===== config.mk =====
export PLATFORM = sky130hd
export DESIGN_NAME = cam_block
export DESIGN_NICKNAME = d
export VERILOG_FILES = /design/src/rtl/cam_pkg.sv /design/src/rtl/cam_store.sv /design/src/rtl/cam_match.sv /design/src/rtl/cam_prio_enc.sv /design/src/rtl/cam_block.sv
export SDC_FILE = /design/constraint.sdc
export NUM_CORES = 2
export LEC_CHECK = 0
export ABC_AREA = 1
export BUFFER_PORTS_ARGS = -buffer_cell sky130_fd_sc_hd__buf_4
export CAP_MARGIN = 20
export CELL_PAD_IN_SITES_DETAIL_PLACEMENT = 0
export CELL_PAD_IN_SITES_GLOBAL_PLACEMENT = 2
export CORE_AREA = 2 2 364 366
export CTS_CLUSTER_DIAMETER = 80
export DETAILED_ROUTE_END_ITERATION = 16
export DIE_AREA = 0 0 366 368
export PLACE_DENSITY_LB_ADDON = 0.25
export REMOVE_ABC_BUFFERS = 1
export SETUP_SLACK_MARGIN = 0.5
export SYNTH_ARGS = -nofsm -noshare
export SYNTH_HDL_FRONTEND = slang
export SYNTH_HIERARCHICAL = 1
export SYNTH_SLANG_ARGS = --single-unit

===== constraint.sdc =====
create_clock -name clk -period 3.43 [get_ports clk]
set_clock_uncertainty 0.1 [all_clocks]
set_input_delay 0.1715 -clock clk [delete_from_list [all_inputs] [get_ports clk]]
set_output_delay 0.1715 -clock clk [all_outputs]
set_load 0.02 [all_outputs]

===== src/rtl/cam_pkg.sv =====
package cam_pkg;
    localparam int CAM_ENTRIES_DEF = 32;
    localparam int CAM_KEY_W_DEF   = 32;
    localparam int CAM_CASC_AW_DEF = 8;

    // index width, never below one bit
    function automatic int idx_width(input int n);
        return (n > 2) ? $clog2(n) : 1;
    endfunction

    typedef enum logic {
        WR_CLEAR = 1'b0,
        WR_LOAD  = 1'b1
    } wr_op_e;
endpackage


===== src/rtl/cam_store.sv =====
module cam_store
    import cam_pkg::*;
#(
    parameter int ENTRIES = CAM_ENTRIES_DEF,
    parameter int KEY_W   = CAM_KEY_W_DEF,
    localparam int IDX_W  = idx_width(ENTRIES)
) (
    input  logic                            clk,
    input  logic                            rst,
    input  logic                            wr_en,
    input  wr_op_e                          wr_op,
    input  logic [IDX_W-1:0]                wr_idx,
    input  logic [KEY_W-1:0]                wr_key,
    output logic [ENTRIES-1:0]              ent_vld,
    output logic [ENTRIES-1:0][KEY_W-1:0]   ent_key
);
    typedef struct packed {
        logic               en;
        wr_op_e             op;
        logic [IDX_W-1:0]   idx;
        logic [KEY_W-1:0]   key;
    } wr_req_t;

    wr_req_t wq;

    // staging register: a write lands one edge after capture
    always_ff @(posedge clk) begin
        if (rst) begin
            wq <= '0;
        end else begin
            wq.en  <= wr_en;
            wq.op  <= wr_op;
            wq.idx <= wr_idx;
            wq.key <= wr_key;
        end
    end

    for (genvar g = 0; g < ENTRIES; g++) begin : g_ent
        always_ff @(posedge clk) begin
            if (rst) begin
                ent_vld[g] <= 1'b0;
            end else if (wq.en && (wq.idx == IDX_W'(g))) begin
                ent_vld[g] <= (wq.op == WR_LOAD);
            end
        end

        always_ff @(posedge clk) begin
            if (wq.en && (wq.idx == IDX_W'(g)) && (wq.op == WR_LOAD)) begin
                ent_key[g] <= wq.key;
            end
        end
    end
endmodule


===== src/rtl/cam_match.sv =====
module cam_match
    import cam_pkg::*;
#(
    parameter int ENTRIES = CAM_ENTRIES_DEF,
    parameter int KEY_W   = CAM_KEY_W_DEF
) (
    input  logic [KEY_W-1:0]                key,
    input  logic [ENTRIES-1:0]              ent_vld,
    input  logic [ENTRIES-1:0][KEY_W-1:0]   ent_key,
    output logic [ENTRIES-1:0]              hit_vec
);
    for (genvar g = 0; g < ENTRIES; g++) begin : g_cmp
        assign hit_vec[g] = ent_vld[g] && (ent_key[g] == key);
    end
endmodule


===== src/rtl/cam_prio_enc.sv =====
module cam_prio_enc
    import cam_pkg::*;
#(
    parameter int ENTRIES = CAM_ENTRIES_DEF,
    localparam int IDX_W  = idx_width(ENTRIES)
) (
    input  logic [ENTRIES-1:0] vec,
    output logic               any,
    output logic [IDX_W-1:0]   idx
);
    always_comb begin
        any = 1'b0;
        idx = '0;
        for (int i = ENTRIES - 1; i >= 0; i--) begin
            if (vec[i]) begin
                any = 1'b1;
                idx = IDX_W'(i);
            end
        end
    end
endmodule


===== src/rtl/cam_block.sv =====
module cam_block
    import cam_pkg::*;
#(
    parameter int ENTRIES   = CAM_ENTRIES_DEF,
    parameter int KEY_W     = CAM_KEY_W_DEF,
    parameter int CASC_AW   = CAM_CASC_AW_DEF,
    parameter int BASE_ADDR = 0,
    localparam int IDX_W    = idx_width(ENTRIES)
) (
    input  logic                clk,
    input  logic                rst,
    input  logic                wr_en,
    input  logic                wr_set,
    input  logic [IDX_W-1:0]    wr_idx,
    input  logic [KEY_W-1:0]    wr_key,
    input  logic                srch_en,
    input  logic [KEY_W-1:0]    srch_key,
    input  logic                casc_in_hit,
    input  logic [CASC_AW-1:0]  casc_in_addr,
    output logic                res_vld,
    output logic                res_hit,
    output logic [CASC_AW-1:0]  res_addr
);
    logic [ENTRIES-1:0]             ent_vld;
    logic [ENTRIES-1:0][KEY_W-1:0]  ent_key;
    logic [ENTRIES-1:0]             hit_vec;
    logic                           loc_any;
    logic [IDX_W-1:0]               loc_idx;

    logic               s1_vld;
    logic [KEY_W-1:0]   s1_key;
    logic               s2_vld;
    logic               s2_hit;
    logic [IDX_W-1:0]   s2_idx;

    cam_store #(.ENTRIES(ENTRIES), .KEY_W(KEY_W)) store_i (
        .clk     (clk),
        .rst     (rst),
        .wr_en   (wr_en),
        .wr_op   (wr_op_e'(wr_set)),
        .wr_idx  (wr_idx),
        .wr_key  (wr_key),
        .ent_vld (ent_vld),
        .ent_key (ent_key)
    );

    // input register
    always_ff @(posedge clk) begin
        if (rst) begin
            s1_vld <= 1'b0;
            s1_key <= '0;
        end else begin
            s1_vld <= srch_en;
            s1_key <= srch_key;
        end
    end

    cam_match #(.ENTRIES(ENTRIES), .KEY_W(KEY_W)) match_i (
        .key     (s1_key),
        .ent_vld (ent_vld),
        .ent_key (ent_key),
        .hit_vec (hit_vec)
    );

    cam_prio_enc #(.ENTRIES(ENTRIES)) enc_i (
        .vec (hit_vec),
        .any (loc_any),
        .idx (loc_idx)
    );

    // output register
    always_ff @(posedge clk) begin
        if (rst) begin
            s2_vld <= 1'b0;
            s2_hit <= 1'b0;
            s2_idx <= '0;
        end else begin
            s2_vld <= s1_vld;
            s2_hit <= s1_vld && loc_any;
            s2_idx <= loc_any ? loc_idx : '0;
        end
    end

    // cascade merge: upstream wins, else local offset by base
    always_comb begin
        res_vld  = s2_vld;
        res_hit  = 1'b0;
        res_addr = '0;
        if (s2_vld) begin
            if (casc_in_hit) begin
                res_hit  = 1'b1;
                res_addr = casc_in_addr;
            end else if (s2_hit) begin
                res_hit  = 1'b1;
                res_addr = CASC_AW'(BASE_ADDR) + CASC_AW'(s2_idx);
            end
        end
    end
endmodule


==> results.sh <==
export IMPL_run_status="finished with violations"
export IMPL_violations="negative setup slack"
export IMPL_critPathCaptureType="flop"
export IMPL_timing_final_crit_period_ps=3612
export IMPL_nFillCells=12467
export IMPL_dieArea_mm2=0.1347
export IMPL_yosys_register_bits=1135
export IMPL_syn_area_mm2=0.05207
export IMPL_async_reset_ff_share_pct=0
export IMPL_path_clk_slew_ps=60
export IMPL_wl_per_cell_um=28.04
export IMPL_die_w_um=366
export IMPL_timing_final_crit_share_pct=105.3
export IMPL_maxCapViolations=0
export IMPL_seq_area_frac_synth_pct=63.32
export IMPL_ant_nets=0
export IMPL_hold_violations=0
export IMPL_clockRootBuffer="clkbuf_16"
export IMPL_synth_compound_area_share_pct=2.953
export IMPL_ir_drop_mv=0.5958
export IMPL_crit_end="s2_idx[0]"
export IMPL_wl_um=227000
export IMPL_ff2ff_path_depth=36
export IMPL_layout_setup_ws_ps=-182.4
export IMPL_drtPass1Iterations=8
export IMPL_gr_total_overflow=0
export IMPL_critPathMaxFanout=5
export IMPL_cp_start_kind="flop"
export IMPL_slew_headroom_pct=15.05
export IMPL_dp_hpwl_um=157000
export IMPL_synth_simple_area_share_pct=21.81
export IMPL_startpoint="s1_key[16]"
export IMPL_start_util_pct=39.81
export IMPL_worstSkewPairLatency_ps=800
export IMPL_place_inst=7701
export IMPL_grtUsageTotal_pct=33.46
export IMPL_grt_pass1_wl_um=310500
export IMPL_p_per_area_mw_per_mm2=490.6
export IMPL_die_h_um=368
export IMPL_synth_mux_area_share_pct=0
export IMPL_synthTopCellsByArea="edfxtp_1, nand2_1, inv_1"
export IMPL_core_area_mm2=0.1308
export IMPL_first_iter_violations=5842
export IMPL_nNetsFinal=6306
export IMPL_regToRegEndpoint="s2_idx[0]"
export IMPL_synth_top_cells_by_count="nand2_1, edfxtp_1, inv_1, nor2_1, xnor2_1"
export IMPL_synth_top_area_share_pct=59.05
export IMPL_crit_path_frequent_cell="nand2_1"
export IMPL_critPathRequiredTime_ps=4040
export IMPL_final_core_util_pct=49.26
export IMPL_h_tree_depth=4
export IMPL_rr_startpoint="s1_key[16]"
export IMPL_syn_to_final_growth_pct=23.75
export IMPL_crit_type="reg2reg"
export IMPL_cpMaxStageDelayCell="dfxtp_4"
export IMPL_finalSetupViolCount=1
export IMPL_grt_max_degree=37
export IMPL_rrSetupSlack_ps=-180
export IMPL_tritoncts="built"
export IMPL_hold_ws_ps=48.31
export IMPL_num_rows=133
export IMPL_yosysMostFrequentCell="nand2_1"
export IMPL_drc=0
export IMPL_hold_class="in2reg"
export IMPL_worst_pin_slew_ps=1274
export IMPL_synthAdderAreaFrac_pct=0
export IMPL_antenna_found_initial=25
export IMPL_grt_pass1_vias=39849
export IMPL_gp_congestion=0.9283
export IMPL_register_area_mm2=0.03310
export IMPL_numPortBuffers=92
export IMPL_numCtsBuffers=132
export IMPL_instances_no_fill=8097
export IMPL_synth_top_area_cell="edfxtp_1"
export IMPL_via_count=41559
export IMPL_maxSlewViolCount=0
export IMPL_cts_sinks=1135
export IMPL_cp_arrival_ps=4220
export IMPL_clock_path_buffers=3
export IMPL_synth_edf_count=1024
export IMPL_viasPerCell=5.133
export IMPL_syn_inst=5602
export IMPL_synth_area_per_cell_um2=9.295
export IMPL_yosys_warnings=6
export IMPL_synth_xor_area_share_pct=4.508
export IMPL_ios=93
export IMPL_multiInputGateArea_mm2=0.01576
export IMPL_synth_ff_type="edfxtp_1"
export IMPL_fmax_ghz=0.2768
export IMPL_synth_cell_type_count=35
export IMPL_synth_top_family_by_area="simple AND/OR/NAND/NOR gates"
export IMPL_layout_drive_gt1_share_pct=15.67
export IMPL_rsz0062_at_grt="yes"
export IMPL_slowest_delay_ps=420
export IMPL_cellLeakagePower_nw=28.00
kinds of logic (layout without fill, tap and decap cells):
kind of cell              after synthesis  after routing
buffers and inverters                 970           1700
and+or+nand+nor                      2948           2948
AOI/OAI and AO/OA                     281            281
DFF                                  1135           1135
xor gates and xnor gates              268            268
other                                   0             10
cells in the final DEF, fill, tap and decap left out, types with 20 or more instances in the layout:
cell	count
dfxtp_4	20
nor2_2	39
a21oi_1	43
dlygate4sd3_1	118
nand2_1	2084
o211ai_1	39
clkbuf_16	133
clkbuf_1	33
dfxtp_1	49
xor2_1	95
buf_6	45
xnor2_1	171
nand3_1	101
inv_1	732
clkinv_1	24
o21ai_0	158
nand2_2	27
nand3_2	21
clkinv_2	30
edfxtp_1	1024
o21ai_1	22
dfxtp_2	42
buf_12	48
nor3_1	36
nor2_1	591
buf_4	471
per-layer routing:
| layer | GRT usage (%) | up-vias | share of wire (%) |
|---|---|---|---|
| met5 | 0 | - | 0.023 |
| met4 | 16.42 | 8 | 5.3 |
| met3 | 4.842 | 426 | 8.7 |
| met2 | 54.66 | 2090 | 47 |
| met1 | 43.69 | 20189 | 39 |
| li1 | - | 18846 | - |
final cells by class:
type                    count  area share [%]
clock buffers             170           5.443
well taps                1755           3.408
repair buffers            687           9.715
multi-input cells        3497           24.46
flip-flops and latches   1135           51.37
clock inverters            73          0.9825
inverters                 770           4.581
diodes                     10         0.03884
metrics by stage:
step | area, um^2 | TNS (ps) | setup slack, ps | power [mW]
after floorplan | 51110 | -357.7 | -341.9 | 16.32
after CTS | 63770 | -94.80 | -49.89 | 31.69
final | 64440 | -182.4 | -182.4 | 31.61
after detailed placement | 57980 | -2608 | -642.0 | 17.94
after global routing | 64420 | -565.0 | -478.8 | 32.37
after global placement | 57980 | -2494 | -740.4 | 17.94
power breakdown:
| part | switching, mW | internal, mW | total (mW) |
|---|---|---|---|
| clock network | 6.04 | 7.68 | 13.7 |
| logic | 1.57 | 0.838 | 2.41 |
| registers | 0.346 | 15.1 | 15.5 |
worst min-delay path by stage:
stage                               endpoint  cells past startpoint  slack (ps)       start
after floorplan           store_i/ent_vld[0]                      1         140         rst
after global placement        store_i/wq[18]                      3         270  wr_key[18]
after detailed placement      store_i/wq[14]                      3         280  wr_key[14]
after CTS                      store_i/wq[9]                      4         0.7   wr_key[9]
after global routing                  s1_vld                      4          50     srch_en
final                         store_i/wq[21]                      4          50  wr_key[21]
critical path, delay by kind of cell (launching register included):
kind / cells / cell delay (ps)
flops: 1 / 420
xor+xnor: 1 / 130
compound gates: 1 / 110
simple gates: 29 / 2210
buf+inv: 5 / 530
state kept, by name (all words and copies together) (netlist names):
register and cells:
store_i/wq 39, res_vld 1, s2_hit 1, s1_vld 1, store_i/ent_key 1024, store_i/ent_vld 32
s1_key 32, s2_idx 5
what timing repair did:
| action | CTS | global route |
|---|---|---|
| setup buffers | 15 | 10 |
| resized for setup | 92 | 163 |
| hold buffers | 118 | 0 |
| hold endpoints to repair | 80 | 0 |
| setup endpoints to repair | 6 | 6 |
| cloned | 0 | 0 |
| pin swaps | 17 | 61 |
(Power assumes the default switching activity.)
